==> src/rtl/dhs_pkg.sv <==
package dhs_pkg;
  typedef enum logic [1:0] {
    KIND_HIT   = 2'd0,
    KIND_EMPTY = 2'd1,
    KIND_CONF  = 2'd2
  } acc_kind_e;
endpackage

==> src/rtl/dhs_queue.sv <==
module dhs_queue #(
  parameter int DEPTH   = 8,
  parameter int BANK_W  = 2,
  parameter int ROW_W   = 8,
  parameter int COL_W   = 6,
  parameter int TAG_W   = 8,
  parameter int STAMP_W = 16
) (
  input  logic                              clk,
  input  logic                              rst_n,
  input  logic                              push,
  input  logic [BANK_W-1:0]                 push_bank,
  input  logic [ROW_W-1:0]                  push_row,
  input  logic [COL_W-1:0]                  push_col,
  input  logic [TAG_W-1:0]                  push_tag,
  input  logic                              pop,
  input  logic [$clog2(DEPTH)-1:0]          pop_idx,
  output logic [DEPTH-1:0]                  ent_vld,
  output logic [DEPTH-1:0][BANK_W-1:0]      ent_bank,
  output logic [DEPTH-1:0][ROW_W-1:0]       ent_row,
  output logic [DEPTH-1:0][COL_W-1:0]       ent_col,
  output logic [DEPTH-1:0][TAG_W-1:0]       ent_tag,
  output logic [DEPTH-1:0][STAMP_W-1:0]     ent_stamp,
  output logic                              full
);
  localparam int IDX_W = $clog2(DEPTH);
  localparam int CNT_W = $clog2(DEPTH + 1);

  logic [DEPTH-1:0]   vld_q, vld_d;
  logic [CNT_W-1:0]   count_q, count_d;
  logic [STAMP_W-1:0] stamp_q, stamp_d;
  logic [IDX_W-1:0]   free_idx;
  logic               free_found;

  // lowest free slot
  always_comb begin
    free_idx   = '0;
    free_found = 1'b0;
    for (int i = 0; i < DEPTH; i++) begin
      if (!vld_q[i] && !free_found) begin
        free_idx   = IDX_W'(i);
        free_found = 1'b1;
      end
    end
  end

  always_comb begin
    vld_d = vld_q;
    if (pop)                vld_d[pop_idx]  = 1'b0;
    if (push && free_found) vld_d[free_idx] = 1'b1;
    count_d = count_q;
    if (push && !pop)       count_d = count_q + CNT_W'(1);
    else if (!push && pop)  count_d = count_q - CNT_W'(1);
    stamp_d = push ? stamp_q + STAMP_W'(1) : stamp_q;
  end

  always_ff @(posedge clk or negedge rst_n) begin
    if (!rst_n) begin
      vld_q   <= '0;
      count_q <= '0;
      stamp_q <= '0;
    end else begin
      vld_q   <= vld_d;
      count_q <= count_d;
      stamp_q <= stamp_d;
    end
  end

  // payload storage, written only into the allocated slot
  for (genvar g = 0; g < DEPTH; g++) begin : g_slot
    logic wr_en;
    assign wr_en = push && free_found && (free_idx == IDX_W'(g));
    always_ff @(posedge clk) begin
      if (wr_en) begin
        ent_bank[g]  <= push_bank;
        ent_row[g]   <= push_row;
        ent_col[g]   <= push_col;
        ent_tag[g]   <= push_tag;
        ent_stamp[g] <= stamp_q;
      end
    end
  end

  assign ent_vld = vld_q;
  assign full    = (count_q == CNT_W'(DEPTH));
endmodule

==> src/rtl/dhs_pick.sv <==
module dhs_pick #(
  parameter int DEPTH   = 8,
  parameter int BANK_W  = 2,
  parameter int ROW_W   = 8,
  parameter int STAMP_W = 16
) (
  input  logic [DEPTH-1:0]                  ent_vld,
  input  logic [DEPTH-1:0][BANK_W-1:0]      ent_bank,
  input  logic [DEPTH-1:0][ROW_W-1:0]       ent_row,
  input  logic [DEPTH-1:0][STAMP_W-1:0]     ent_stamp,
  input  logic [(1<<BANK_W)-1:0]            bank_idle,
  input  logic [(1<<BANK_W)-1:0]            bank_open_vld,
  input  logic [(1<<BANK_W)-1:0][ROW_W-1:0] bank_open_row,
  output logic                              pick_vld,
  output logic [$clog2(DEPTH)-1:0]          pick_idx
);
  localparam int IDX_W = $clog2(DEPTH);
  localparam int KEY_W = STAMP_W + 1;

  logic [DEPTH-1:0]            elig;
  logic [DEPTH-1:0][KEY_W-1:0] key;

  // per entry: eligible if its bank is idle; class bit 0 for a hit
  for (genvar g = 0; g < DEPTH; g++) begin : g_ent
    logic hit;
    assign hit     = bank_open_vld[ent_bank[g]] && (bank_open_row[ent_bank[g]] == ent_row[g]);
    assign elig[g] = ent_vld[g] && bank_idle[ent_bank[g]];
    assign key[g]  = {~hit, ent_stamp[g]};
  end

  // smallest key: class first, then arrival stamp
  always_comb begin
    logic [KEY_W-1:0] best;
    best     = '0;
    pick_vld = 1'b0;
    pick_idx = '0;
    for (int i = 0; i < DEPTH; i++) begin
      if (elig[i] && (!pick_vld || key[i] < best)) begin
        pick_vld = 1'b1;
        best     = key[i];
        pick_idx = IDX_W'(i);
      end
    end
  end
endmodule

==> src/rtl/dhs_bank.sv <==
module dhs_bank
  import dhs_pkg::*;
#(
  parameter int ROW_W     = 8,
  parameter int COL_W     = 6,
  parameter int TAG_W     = 8,
  parameter int LAT_HIT   = 2,
  parameter int LAT_EMPTY = 4,
  parameter int LAT_CONF  = 6
) (
  input  logic             clk,
  input  logic             rst_n,
  input  logic             issue,
  input  logic [ROW_W-1:0] issue_row,
  input  logic [COL_W-1:0] issue_col,
  input  logic [TAG_W-1:0] issue_tag,
  output logic             idle,
  output logic             open_vld,
  output logic [ROW_W-1:0] open_row,
  output acc_kind_e        issue_kind,
  output logic             done_valid,
  output logic [TAG_W-1:0] done_tag,
  output logic [COL_W-1:0] done_col,
  output acc_kind_e        done_kind
);
  localparam int LAT_A   = (LAT_HIT > LAT_EMPTY) ? LAT_HIT : LAT_EMPTY;
  localparam int LAT_MAX = (LAT_A > LAT_CONF) ? LAT_A : LAT_CONF;
  localparam int CNT_W   = $clog2(LAT_MAX + 1);

  logic             open_vld_q, open_vld_d;
  logic [ROW_W-1:0] open_row_q;
  logic [CNT_W-1:0] cnt_q, cnt_d;
  logic             done_q, done_d;
  logic [TAG_W-1:0] tag_q;
  logic [COL_W-1:0] col_q;
  acc_kind_e        kind_q;
  logic [CNT_W-1:0] lat;

  always_comb begin
    if (!open_vld_q)                  issue_kind = KIND_EMPTY;
    else if (open_row_q == issue_row) issue_kind = KIND_HIT;
    else                              issue_kind = KIND_CONF;
    case (issue_kind)
      KIND_HIT:   lat = CNT_W'(LAT_HIT);
      KIND_EMPTY: lat = CNT_W'(LAT_EMPTY);
      default:    lat = CNT_W'(LAT_CONF);
    endcase
  end

  always_comb begin
    open_vld_d = open_vld_q;
    cnt_d      = cnt_q;
    if (issue) begin
      open_vld_d = 1'b1;
      cnt_d      = lat;
    end else if (cnt_q != '0) begin
      cnt_d = cnt_q - CNT_W'(1);
    end
    done_d = !issue && (cnt_q == CNT_W'(1));
  end

  always_ff @(posedge clk or negedge rst_n) begin
    if (!rst_n) begin
      open_vld_q <= 1'b0;
      cnt_q      <= '0;
      done_q     <= 1'b0;
    end else begin
      open_vld_q <= open_vld_d;
      cnt_q      <= cnt_d;
      done_q     <= done_d;
    end
  end

  always_ff @(posedge clk) begin
    if (issue) begin
      open_row_q <= issue_row;
      tag_q      <= issue_tag;
      col_q      <= issue_col;
      kind_q     <= issue_kind;
    end
  end

  assign idle       = (cnt_q == '0);
  assign open_vld   = open_vld_q;
  assign open_row   = open_row_q;
  assign done_valid = done_q;
  assign done_tag   = tag_q;
  assign done_col   = col_q;
  assign done_kind  = kind_q;
endmodule

==> src/rtl/dram_hit_sched.sv <==
module dram_hit_sched
  import dhs_pkg::*;
#(
  parameter int BANK_W    = 2,
  parameter int DEPTH     = 8,
  parameter int ROW_W     = 8,
  parameter int COL_W     = 6,
  parameter int TAG_W     = 8,
  parameter int STAMP_W   = 16,
  parameter int LAT_HIT   = 2,
  parameter int LAT_EMPTY = 4,
  parameter int LAT_CONF  = 6
) (
  input  logic                           clk,
  input  logic                           rst_n,
  input  logic                           req_valid,
  output logic                           req_ready,
  input  logic [BANK_W-1:0]              req_bank,
  input  logic [ROW_W-1:0]               req_row,
  input  logic [COL_W-1:0]               req_col,
  input  logic [TAG_W-1:0]               req_tag,
  output logic [(1<<BANK_W)-1:0]         done_valid,
  output logic [(1<<BANK_W)*TAG_W-1:0]   done_tag,
  output logic [(1<<BANK_W)*COL_W-1:0]   done_col,
  output logic [(1<<BANK_W)*2-1:0]       done_kind
);
  localparam int NB    = 1 << BANK_W;
  localparam int IDX_W = $clog2(DEPTH);

  logic [1:0] rst_pipe_q;
  logic       rst_int_n;

  always_ff @(posedge clk or negedge rst_n) begin
    if (!rst_n) rst_pipe_q <= 2'b00;
    else        rst_pipe_q <= {rst_pipe_q[0], 1'b1};
  end
  assign rst_int_n = rst_pipe_q[1];

  logic                          q_full, push;
  logic [DEPTH-1:0]              ent_vld;
  logic [DEPTH-1:0][BANK_W-1:0]  ent_bank;
  logic [DEPTH-1:0][ROW_W-1:0]   ent_row;
  logic [DEPTH-1:0][COL_W-1:0]   ent_col;
  logic [DEPTH-1:0][TAG_W-1:0]   ent_tag;
  logic [DEPTH-1:0][STAMP_W-1:0] ent_stamp;
  logic                          pick_vld;
  logic [IDX_W-1:0]              pick_idx;
  logic [ROW_W-1:0]              pick_row;
  logic [COL_W-1:0]              pick_col;
  logic [TAG_W-1:0]              pick_tag;
  logic [BANK_W-1:0]             pick_bank;

  logic [NB-1:0]                 bank_idle, bank_open_vld, bank_issue;
  logic [NB-1:0][ROW_W-1:0]      bank_open_row;
  acc_kind_e                     bank_kind [NB];

  assign req_ready = rst_int_n && !q_full;
  assign push      = req_valid && req_ready;

  dhs_queue #(
    .DEPTH(DEPTH), .BANK_W(BANK_W), .ROW_W(ROW_W),
    .COL_W(COL_W), .TAG_W(TAG_W), .STAMP_W(STAMP_W)
  ) u_queue (
    .clk(clk), .rst_n(rst_int_n),
    .push(push), .push_bank(req_bank), .push_row(req_row),
    .push_col(req_col), .push_tag(req_tag),
    .pop(pick_vld), .pop_idx(pick_idx),
    .ent_vld(ent_vld), .ent_bank(ent_bank), .ent_row(ent_row),
    .ent_col(ent_col), .ent_tag(ent_tag), .ent_stamp(ent_stamp),
    .full(q_full)
  );

  dhs_pick #(
    .DEPTH(DEPTH), .BANK_W(BANK_W), .ROW_W(ROW_W), .STAMP_W(STAMP_W)
  ) u_pick (
    .ent_vld(ent_vld), .ent_bank(ent_bank), .ent_row(ent_row),
    .ent_stamp(ent_stamp), .bank_idle(bank_idle),
    .bank_open_vld(bank_open_vld), .bank_open_row(bank_open_row),
    .pick_vld(pick_vld), .pick_idx(pick_idx)
  );

  assign pick_row  = ent_row[pick_idx];
  assign pick_col  = ent_col[pick_idx];
  assign pick_tag  = ent_tag[pick_idx];
  assign pick_bank = ent_bank[pick_idx];

  for (genvar b = 0; b < NB; b++) begin : g_bank
    logic      dv;
    acc_kind_e dk;
    assign bank_issue[b] = pick_vld && (pick_bank == BANK_W'(b));

    dhs_bank #(
      .ROW_W(ROW_W), .COL_W(COL_W), .TAG_W(TAG_W),
      .LAT_HIT(LAT_HIT), .LAT_EMPTY(LAT_EMPTY), .LAT_CONF(LAT_CONF)
    ) u_bank (
      .clk(clk), .rst_n(rst_int_n),
      .issue(bank_issue[b]), .issue_row(pick_row),
      .issue_col(pick_col), .issue_tag(pick_tag),
      .idle(bank_idle[b]), .open_vld(bank_open_vld[b]),
      .open_row(bank_open_row[b]), .issue_kind(bank_kind[b]),
      .done_valid(dv), .done_tag(done_tag[b*TAG_W +: TAG_W]),
      .done_col(done_col[b*COL_W +: COL_W]), .done_kind(dk)
    );

    assign done_valid[b]       = dv;
    assign done_kind[b*2 +: 2] = dk;
  end
endmodule

==> config.mk <==
export PLATFORM = sky130hd
export DESIGN_NAME = dram_hit_sched
export DESIGN_NICKNAME = d
export VERILOG_FILES = /design/src/rtl/dhs_pkg.sv /design/src/rtl/dhs_queue.sv /design/src/rtl/dhs_pick.sv /design/src/rtl/dhs_bank.sv /design/src/rtl/dram_hit_sched.sv
export SDC_FILE = /design/constraint.sdc
export NUM_CORES = 1
export LEC_CHECK = 0
export BUFFER_PORTS_ARGS = -buffer_cell sky130_fd_sc_hd__buf_2
export CORE_MARGIN = 2
export CORE_UTILIZATION = 45
export CTS_CLUSTER_DIAMETER = 200
export DETAILED_ROUTE_END_ITERATION = 10
export HOLD_SLACK_MARGIN = 0.1
export PLACE_DENSITY_LB_ADDON = 0.1
export SYNTH_ARGS = -nofsm -noshare
export SYNTH_HDL_FRONTEND = slang
export SYNTH_SLANG_ARGS = --single-unit
export TNS_END_PERCENT = 50
==> constraint.sdc <==
create_clock -name clk -period 2 [get_ports clk]
set_input_delay 0.2 -clock clk [delete_from_list [all_inputs] [get_ports clk]]
set_output_delay 0.2 -clock clk [all_outputs]
set_load 0.01 [all_outputs]
==> results of run 1 <==
[registers in the layout, summed over array words and instances, names as in the netlist]
signal                    flops
u_queue.ent_vld               8
g_bank.u_bank.open_vld        4
g_bank.u_bank.done_kind       8
u_queue.ent_row              64
rst_pipe_q                    2
g_bank.u_bank.done_col       24
u_queue.ent_stamp           128
u_queue.ent_bank             16
u_queue.count_q               4
g_bank.u_bank.open_row       32
u_queue.stamp_q              16
g_bank.u_bank.done_tag       32
g_bank.u_bank.cnt_q          12
u_queue.ent_col              48
u_queue.ent_tag              64
g_bank.u_bank.done_valid      4
[worst max path at each step]
stage                         startpoint                            end
6_report             u_queue.ent_bank[0]  g_bank[0].u_bank.done_kind[1]
5_1_grt        g_bank[1].u_bank.cnt_q[0]  g_bank[2].u_bank.done_kind[1]
4_1_cts              u_queue.ent_bank[0]  g_bank[2].u_bank.done_kind[1]
3_5_place_dp         u_queue.ent_bank[0]  g_bank[1].u_bank.done_kind[1]
3_3_place_gp         u_queue.ent_bank[0]  g_bank[1].u_bank.done_kind[1]
2_1_floorplan  g_bank[3].u_bank.cnt_q[0]      g_bank[3].u_bank.cnt_q[2]
[what timing repair did]
| action | in CTS | in global routing |
|---|---|---|
| pin swaps | 118 | 141 |
| setup endpoints to repair | 457 | 471 |
| hold endpoints to repair | 194 | 0 |
| gates cloned | 11 | 8 |
| hold buffers | 26 | 0 |
| resized for setup | 244 | 294 |
| setup buffers | 97 | 62 |
[area by class of cell]
class                      count  area, um^2
multi-input combinational   1239       12100
timing repair buffer         789        6880
tap                          688         861
clock buffer                  66        1440
fill                        3690       17000
inverter                      67         275
clock inverter                34         388
sequential                   466       13700
[layer usage]
layer  wire length, um  share of wire, %  global-route usage (%)  vias to the layer above
li1                  -                 -                       -                     8598
met1             32000                41                    35.8                     9552
met2             39100                50                    46.7                      567
met3              4070               5.2                    3.21                      158
met4              3030               3.9                    10.0                        0
met5                 0                 0                       0                        -
[tightest hold or removal path, stage by stage]
cell	delay, ps
buf_2	90
and2_4	170
buf_4	170
xor2_1	70
[stage by stage]
stage | utilization, % | TNS [ps] | area (um^2) | std cells
detailed placement | 56.9 | -3512340 | 30000 | 3070
global placement | 56.9 | -3415750 | 30000 | 3070
global route | 67.8 | -3560820 | 35700 | 3349
finish | 67.8 | -3367640 | 35700 | 3349
CTS | 64.5 | -3304660 | 34000 | 3296
floorplan | - | -4006990 | 24700 | 1842
[power breakdown]
part	switching, uW	internal, uW
registers	817	13600
clock network	4210	5920
logic	17800	17700
[cells by family after synthesis]
family,Yosys count,synth area share [%]
multiplexers,129,9.72
flip-flops,466,57.2
buffers and inverters,141,2.32
XOR/XNOR,115,4.19
other,1,0.0156
adder cells (fa/ha/maj),129,6.75
AO/OA/AOI/OAI,334,8.99
AND/OR/NAND/NOR,527,10.8
[cells in the final DEF (no fill, tap or decap), drive strengths merged, types with 9 or more instances in the layout]
cell and instances:
clkinv 20, nor2b 13, buf 759, nand2 185
nor2 130, xnor2 53, xor2 62, nor4 25
nand4 25, a21o 24, a21oi 157, clkbuf 70
mux2i 23, o21ai 47, mux2 25, nand3 34
inv 68, mux4 81, or4 16, o211ai 11
and3 14, nor3 22, nor3b 9, ha 128
a211oi 17, edfxtp 416, or2 11, and2 13
dfrtp 50, dlygate4sd3 26
==> results.sh, run 1 <==
export IMPL_pwr_density_cell_nw_per_um2=1680
export IMPL_cts_max_level=2
export IMPL_crit_buf_inv=21
export IMPL_synthesis_nets=1998
export IMPL_synthesis_instances=1842
export IMPL_power_uw=60000
export IMPL_final_number_of_max_transition_violations=0
export IMPL_worst_endpoint_required_ps=2350
export IMPL_syn_area_um2=24000
export IMPL_insertion_delay_ps=620
export IMPL_synth_top_area_share_pct=52.0
export IMPL_stages_on_worst_setup_path=90
export IMPL_peakVddDrop_mv=2.10
export IMPL_clock_root_buffer="clkbuf_16"
export IMPL_p_leak_uw=0.0138
export IMPL_yosys_warnings=0
export IMPL_drt_iter0_markers=1574
export IMPL_grt_start_max_net_pins=49
export IMPL_timing_rr_start="u_queue.ent_bank[0]"
export IMPL_syn_to_final_growth_pct=48.5
export IMPL_grt_ovfl_total=0
export IMPL_timing_final_setup_violations=369
export IMPL_hp_class="input pin to flop"
export IMPL_floorplan_initialDensity_pct=45.6
export IMPL_cts_made_buffers=53
export IMPL_number_of_global_route_vias_before_repair=19300
export IMPL_detail_route_wl_per_cell_um=23.4
export IMPL_synth_area_leaders="edfxtp_1 52%, mux4_2 7.6%, ha_1 6.7%"
export IMPL_clk_path_buf_depth=3
export IMPL_finClkSkew_ps=11.9
export IMPL_slew_headroom_pct=52.7
export IMPL_layout_min_cycle_time_ps=17880
export IMPL_detailedPlace_worstSlack_ps=-16680
export IMPL_timing_critical_path_mode_cell="buf_4"
export IMPL_detail_route_wirelength_um=78200
export IMPL_dieHeight_um=235
export IMPL_grt_total_usage_pct=27.3
export IMPL_hold_start="req_valid"
export IMPL_avgSynthCellArea_um2=13.0
export IMPL_timing_critical_path_slowest_cell_delay_ps=560
export IMPL_count_of_input_and_output_buffers=95
export IMPL_drv_max_cap_violation_count=0
export IMPL_worst_r2r_setup_slack_ps=-15880
export IMPL_grt_antenna_before_repair=0
export IMPL_post_drt_via_cell_ratio=5.64
export IMPL_yosys_most_used_dff="edfxtp_1"
export IMPL_critical_path_peak_fanout=8
export IMPL_setup_worst_path_start_class="flop"
export IMPL_reg2regPathDepth=90
export IMPL_floorplan_core_area_um2=52700
export IMPL_rsz_0062_raised_after_global_routing="true"
export IMPL_count_of_flip_flops_with_a_built_in_enable_after_synthesis=416
export IMPL_clock_sink_count=466
export IMPL_ioPinCount=96
export IMPL_synth_seq_area_share_pct=57.2
export IMPL_synth_top_cells_by_count="416 x edfxtp_1, 182 x nand2_1, 156 x a21oi_1, 130 x nor2_1, 128 x ha_1"
export IMPL_critical_path_slowest_cell="or4_4"
export IMPL_max_freq_mhz=55.9
export IMPL_synth_distinct_cells=90
export IMPL_yosys_register_bits=466
export IMPL_timing_final_ws_setup_ps=-15880
export IMPL_place_hpwl_um=53100
export IMPL_clk_pin_slew_ps=60
export IMPL_synth_largest_area_cell="edfxtp_1"
export IMPL_fin_hold_ws_ps=130
export IMPL_worst_slew_pin_slew_ps=710
export IMPL_post_route_cells_drive_above_1_share_pct=50.4
export IMPL_gpl_final_weighted_congestion=0.922
export IMPL_cts_tree="yes"
export IMPL_grt_pass1_wl_um=115000
export IMPL_type_of_the_worst_setup_path="flop to flop"
export IMPL_drt_antenna_violating_nets=0
export IMPL_failing_checks="setup timing"
export IMPL_timing_final_crit_share_pct=894
export IMPL_worst_setup_path_end_kind="flop"
export IMPL_core_rowCount=84
export IMPL_drt_pre_antenna_iters=5
export IMPL_timing_final_hold_violations=0
export IMPL_hold_path_cells=4
export IMPL_num_vias=18900
export IMPL_antenna_cells=0
export IMPL_die_width_um=235
export IMPL_arrival_ps=18220
export IMPL_nets=2772
export IMPL_count_leader_synth="edfxtp_1"
export IMPL_worstReg2RegEnd="g_bank[0].u_bank.done_kind[1]"
export IMPL_crit_family="compound AO/OA/AOI/OAI gates"
export IMPL_hold_end="u_queue.stamp_q[0]"
export IMPL_die_area_um2=55300
export IMPL_synth_async_reset_ratio_pct=10.7
export IMPL_outcome="complete, but fails checks"
export IMPL_drc_errors=0
Note: power is estimated with default switching activity, not from simulation.
==> run 2: changes to the inputs <==
- PLACE_DENSITY: default -> 0.59
- PLACE_DENSITY_LB_ADDON: 0.1 -> default
==> results.sh, run 2 (synthesized netlist as in run 1, its figures left out) <==
export IMPL_registers_top_by_ff_count="u_queue.ent_stamp"
export IMPL_floorplan_core_area_um2=52700
export IMPL_layout_min_cycle_time_ps=17880
export IMPL_detail_route_wirelength_um=76700
export IMPL_number_of_global_route_vias_before_repair=19200
export IMPL_sw_frac_of_total_pct=38.1
export IMPL_ioPinCount=96
export IMPL_timing_final_crit_share_pct=894
export IMPL_p_leak_uw=0.0137
export IMPL_dp_cells=3061
export IMPL_seq_power_share_pct=24.5
export IMPL_die_area_um2=55300
export IMPL_dieHeight_um=235
export IMPL_worst_slew_pin_slew_ps=673
export IMPL_arrival_ps=18240
export IMPL_detail_route_wl_per_cell_um=23.1
export IMPL_timing_rr_start="g_bank[0].u_bank.cnt_q[1]"
export IMPL_drt_antenna_violating_nets=0
export IMPL_net_switching_power_uw=22200
export IMPL_critical_path_peak_fanout=8
export IMPL_biggestRegsByFlops="u_queue.ent_stamp (128), u_queue.ent_row (64), u_queue.ent_tag (64)"
export IMPL_grt_ovfl_total=0
export IMPL_fin_hold_ws_ps=218
export IMPL_drc_errors=0
export IMPL_worst_setup_path_end_kind="flop"
export IMPL_most_frequent_cells_in_the_layout="517 x buf_4, 416 x edfxtp_1, 155 x nand2_1"
export IMPL_clk_pin_slew_ps=60
export IMPL_cts_max_level=2
export IMPL_timing_critical_path_slowest_cell_delay_ps=560
export IMPL_drt_iter0_markers=1356
export IMPL_reg2regPathDepth=94
export IMPL_failing_checks="setup timing"
export IMPL_peakVddDrop_mv=1.23
export IMPL_timing_final_setup_violations=431
export IMPL_p_int_uw=36200
export IMPL_worst_r2r_setup_slack_ps=-15880
export IMPL_place_hpwl_um=53000
export IMPL_grt_total_usage_pct=26.6
export IMPL_outcome="complete, but fails checks"
export IMPL_largest_reg_flops=128
export IMPL_fillCellCount=3696
export IMPL_num_vias=18700
export IMPL_power_combinational_fraction_pct=59.0
export IMPL_post_route_cells_drive_above_1_share_pct=48.9
export IMPL_setup_worst_path_start_class="flop"
export IMPL_pwr_density_cell_nw_per_um2=1650
export IMPL_start_point_of_the_critical_path="g_bank[0].u_bank.cnt_q[1]"
export IMPL_clock_sink_count=466
export IMPL_cts_made_buffers=52
export IMPL_grt_start_max_net_pins=49
export IMPL_max_freq_mhz=55.9
export IMPL_nets=2749
export IMPL_crit_family="simple AND/OR/NAND/NOR gates"
export IMPL_count_of_input_and_output_buffers=95
export IMPL_rsz_0062_raised_after_global_routing="true"
export IMPL_slew_headroom_pct=55.1
export IMPL_finClkSkew_ps=17.8
export IMPL_clk_path_buf_depth=3
export IMPL_worstSetupEndpoint="g_bank[1].u_bank.done_kind[1]"
export IMPL_timing_final_ws_setup_ps=-15880
export IMPL_final_cell_count_no_fill=3322
export IMPL_crit_buf_inv=22
export IMPL_core_rowCount=84
export IMPL_worstReg2RegEnd="g_bank[1].u_bank.done_kind[1]"
export IMPL_drt_pre_antenna_iters=7
export IMPL_cts_tree="yes"
export IMPL_stages_on_worst_setup_path=94
export IMPL_insertion_delay_ps=620
export IMPL_drv_max_cap_violation_count=0
export IMPL_p_clk_share_pct=16.4
export IMPL_mostFrequentLayoutCell="buf_4"
export IMPL_type_of_the_worst_setup_path="flop to flop"
export IMPL_hold_path_cells=4
export IMPL_die_width_um=235
export IMPL_floorplan_initialDensity_pct=45.6
export IMPL_power_uw=58500
export IMPL_post_drt_via_cell_ratio=5.62
export IMPL_critical_path_slowest_cell="or4_4"
export IMPL_timing_final_hold_violations=0
export IMPL_final_number_of_max_transition_violations=0
export IMPL_syn_to_final_growth_pct=47.2
export IMPL_tns_ps=-3383520
export IMPL_grt_antenna_before_repair=1
export IMPL_clock_root_buffer="clkbuf_16"
export IMPL_grt_pass1_wl_um=113000
export IMPL_worst_endpoint_required_ps=2360
export IMPL_timing_critical_path_mode_cell="buf_4"
export IMPL_gpl_final_weighted_congestion=0.939
export IMPL_hp_class="input pin to flop"
-- run 2: per-layer routing --
layer | global-route usage [%] | vias to the layer above | share of wire [%]
met2 | 46.0 | 580 | 50
met4 | 10.6 | 0 | 4.3
li1 | - | 8546 | -
met1 | 34.3 | 9370 | 40
met5 | 0 | - | 0
met3 | 3.10 | 166 | 5.3
-- run 2: what timing repair did --
item                       4_1_cts  5_1_grt
hold endpoints to repair       194        0
setup buffers                   66       66
gates resized for setup        254      226
setup endpoints to repair      428      491
hold buffers                    26        0
pin swaps                      118      124
cloned                           8        9
-- run 2: worst min path at each step --
stage,end,startpoint,slack (ps)
after global routing,u_queue.stamp_q[0],req_valid,240
after floorplan,rst_pipe_q[0],rst_n,-100
after global placement,rst_pipe_q[0],rst_n,-10
after detailed placement,rst_pipe_q[0],rst_n,-10
after CTS,u_queue.stamp_q[0],req_valid,210
final,u_queue.stamp_q[0],req_valid,220
-- run 2: final cells by class --
cell class              instances  area [um^2]  area share, %
diodes                          1         2.50        0.00707
inverters                      67          260          0.736
clock inverters                29          338          0.955
flip-flops and latches        466        13700           38.8
clock buffers                  65         1380           3.90
repair buffers                765         6600           18.7
multi-input cells            1241        12200           34.5
well taps                     688          861           2.43
-- run 2: power by group through the flow --
stage / sequential [uW] / combinational, uW / clock (uW)
6_report: 14400 / 34500 / 9610
5_1_grt: 14500 / 36700 / 10200
4_1_cts: 14300 / 29600 / 9760
3_5_place_dp: 14500 / 26000 / 0
3_3_place_gp: 14500 / 25500 / 0
2_1_floorplan: 15200 / 13500 / 0
-- run 2: worst min-delay path, stage by stage --
cell and delay (ps):
buf_2 80, and2_1 210, buf_4 220, xor2_1 80
-- run 2: stage by stage --
stage                     worst slack, ps  utilization, %  area (um^2)
final                              -15880            67.2        35400
after CTS                          -15570            63.9        33600
after detailed placement           -16890            56.7        29800
after floorplan                    -15160               -        24700
after global placement             -16370            56.7        29800
after global routing               -16530            67.2        35400
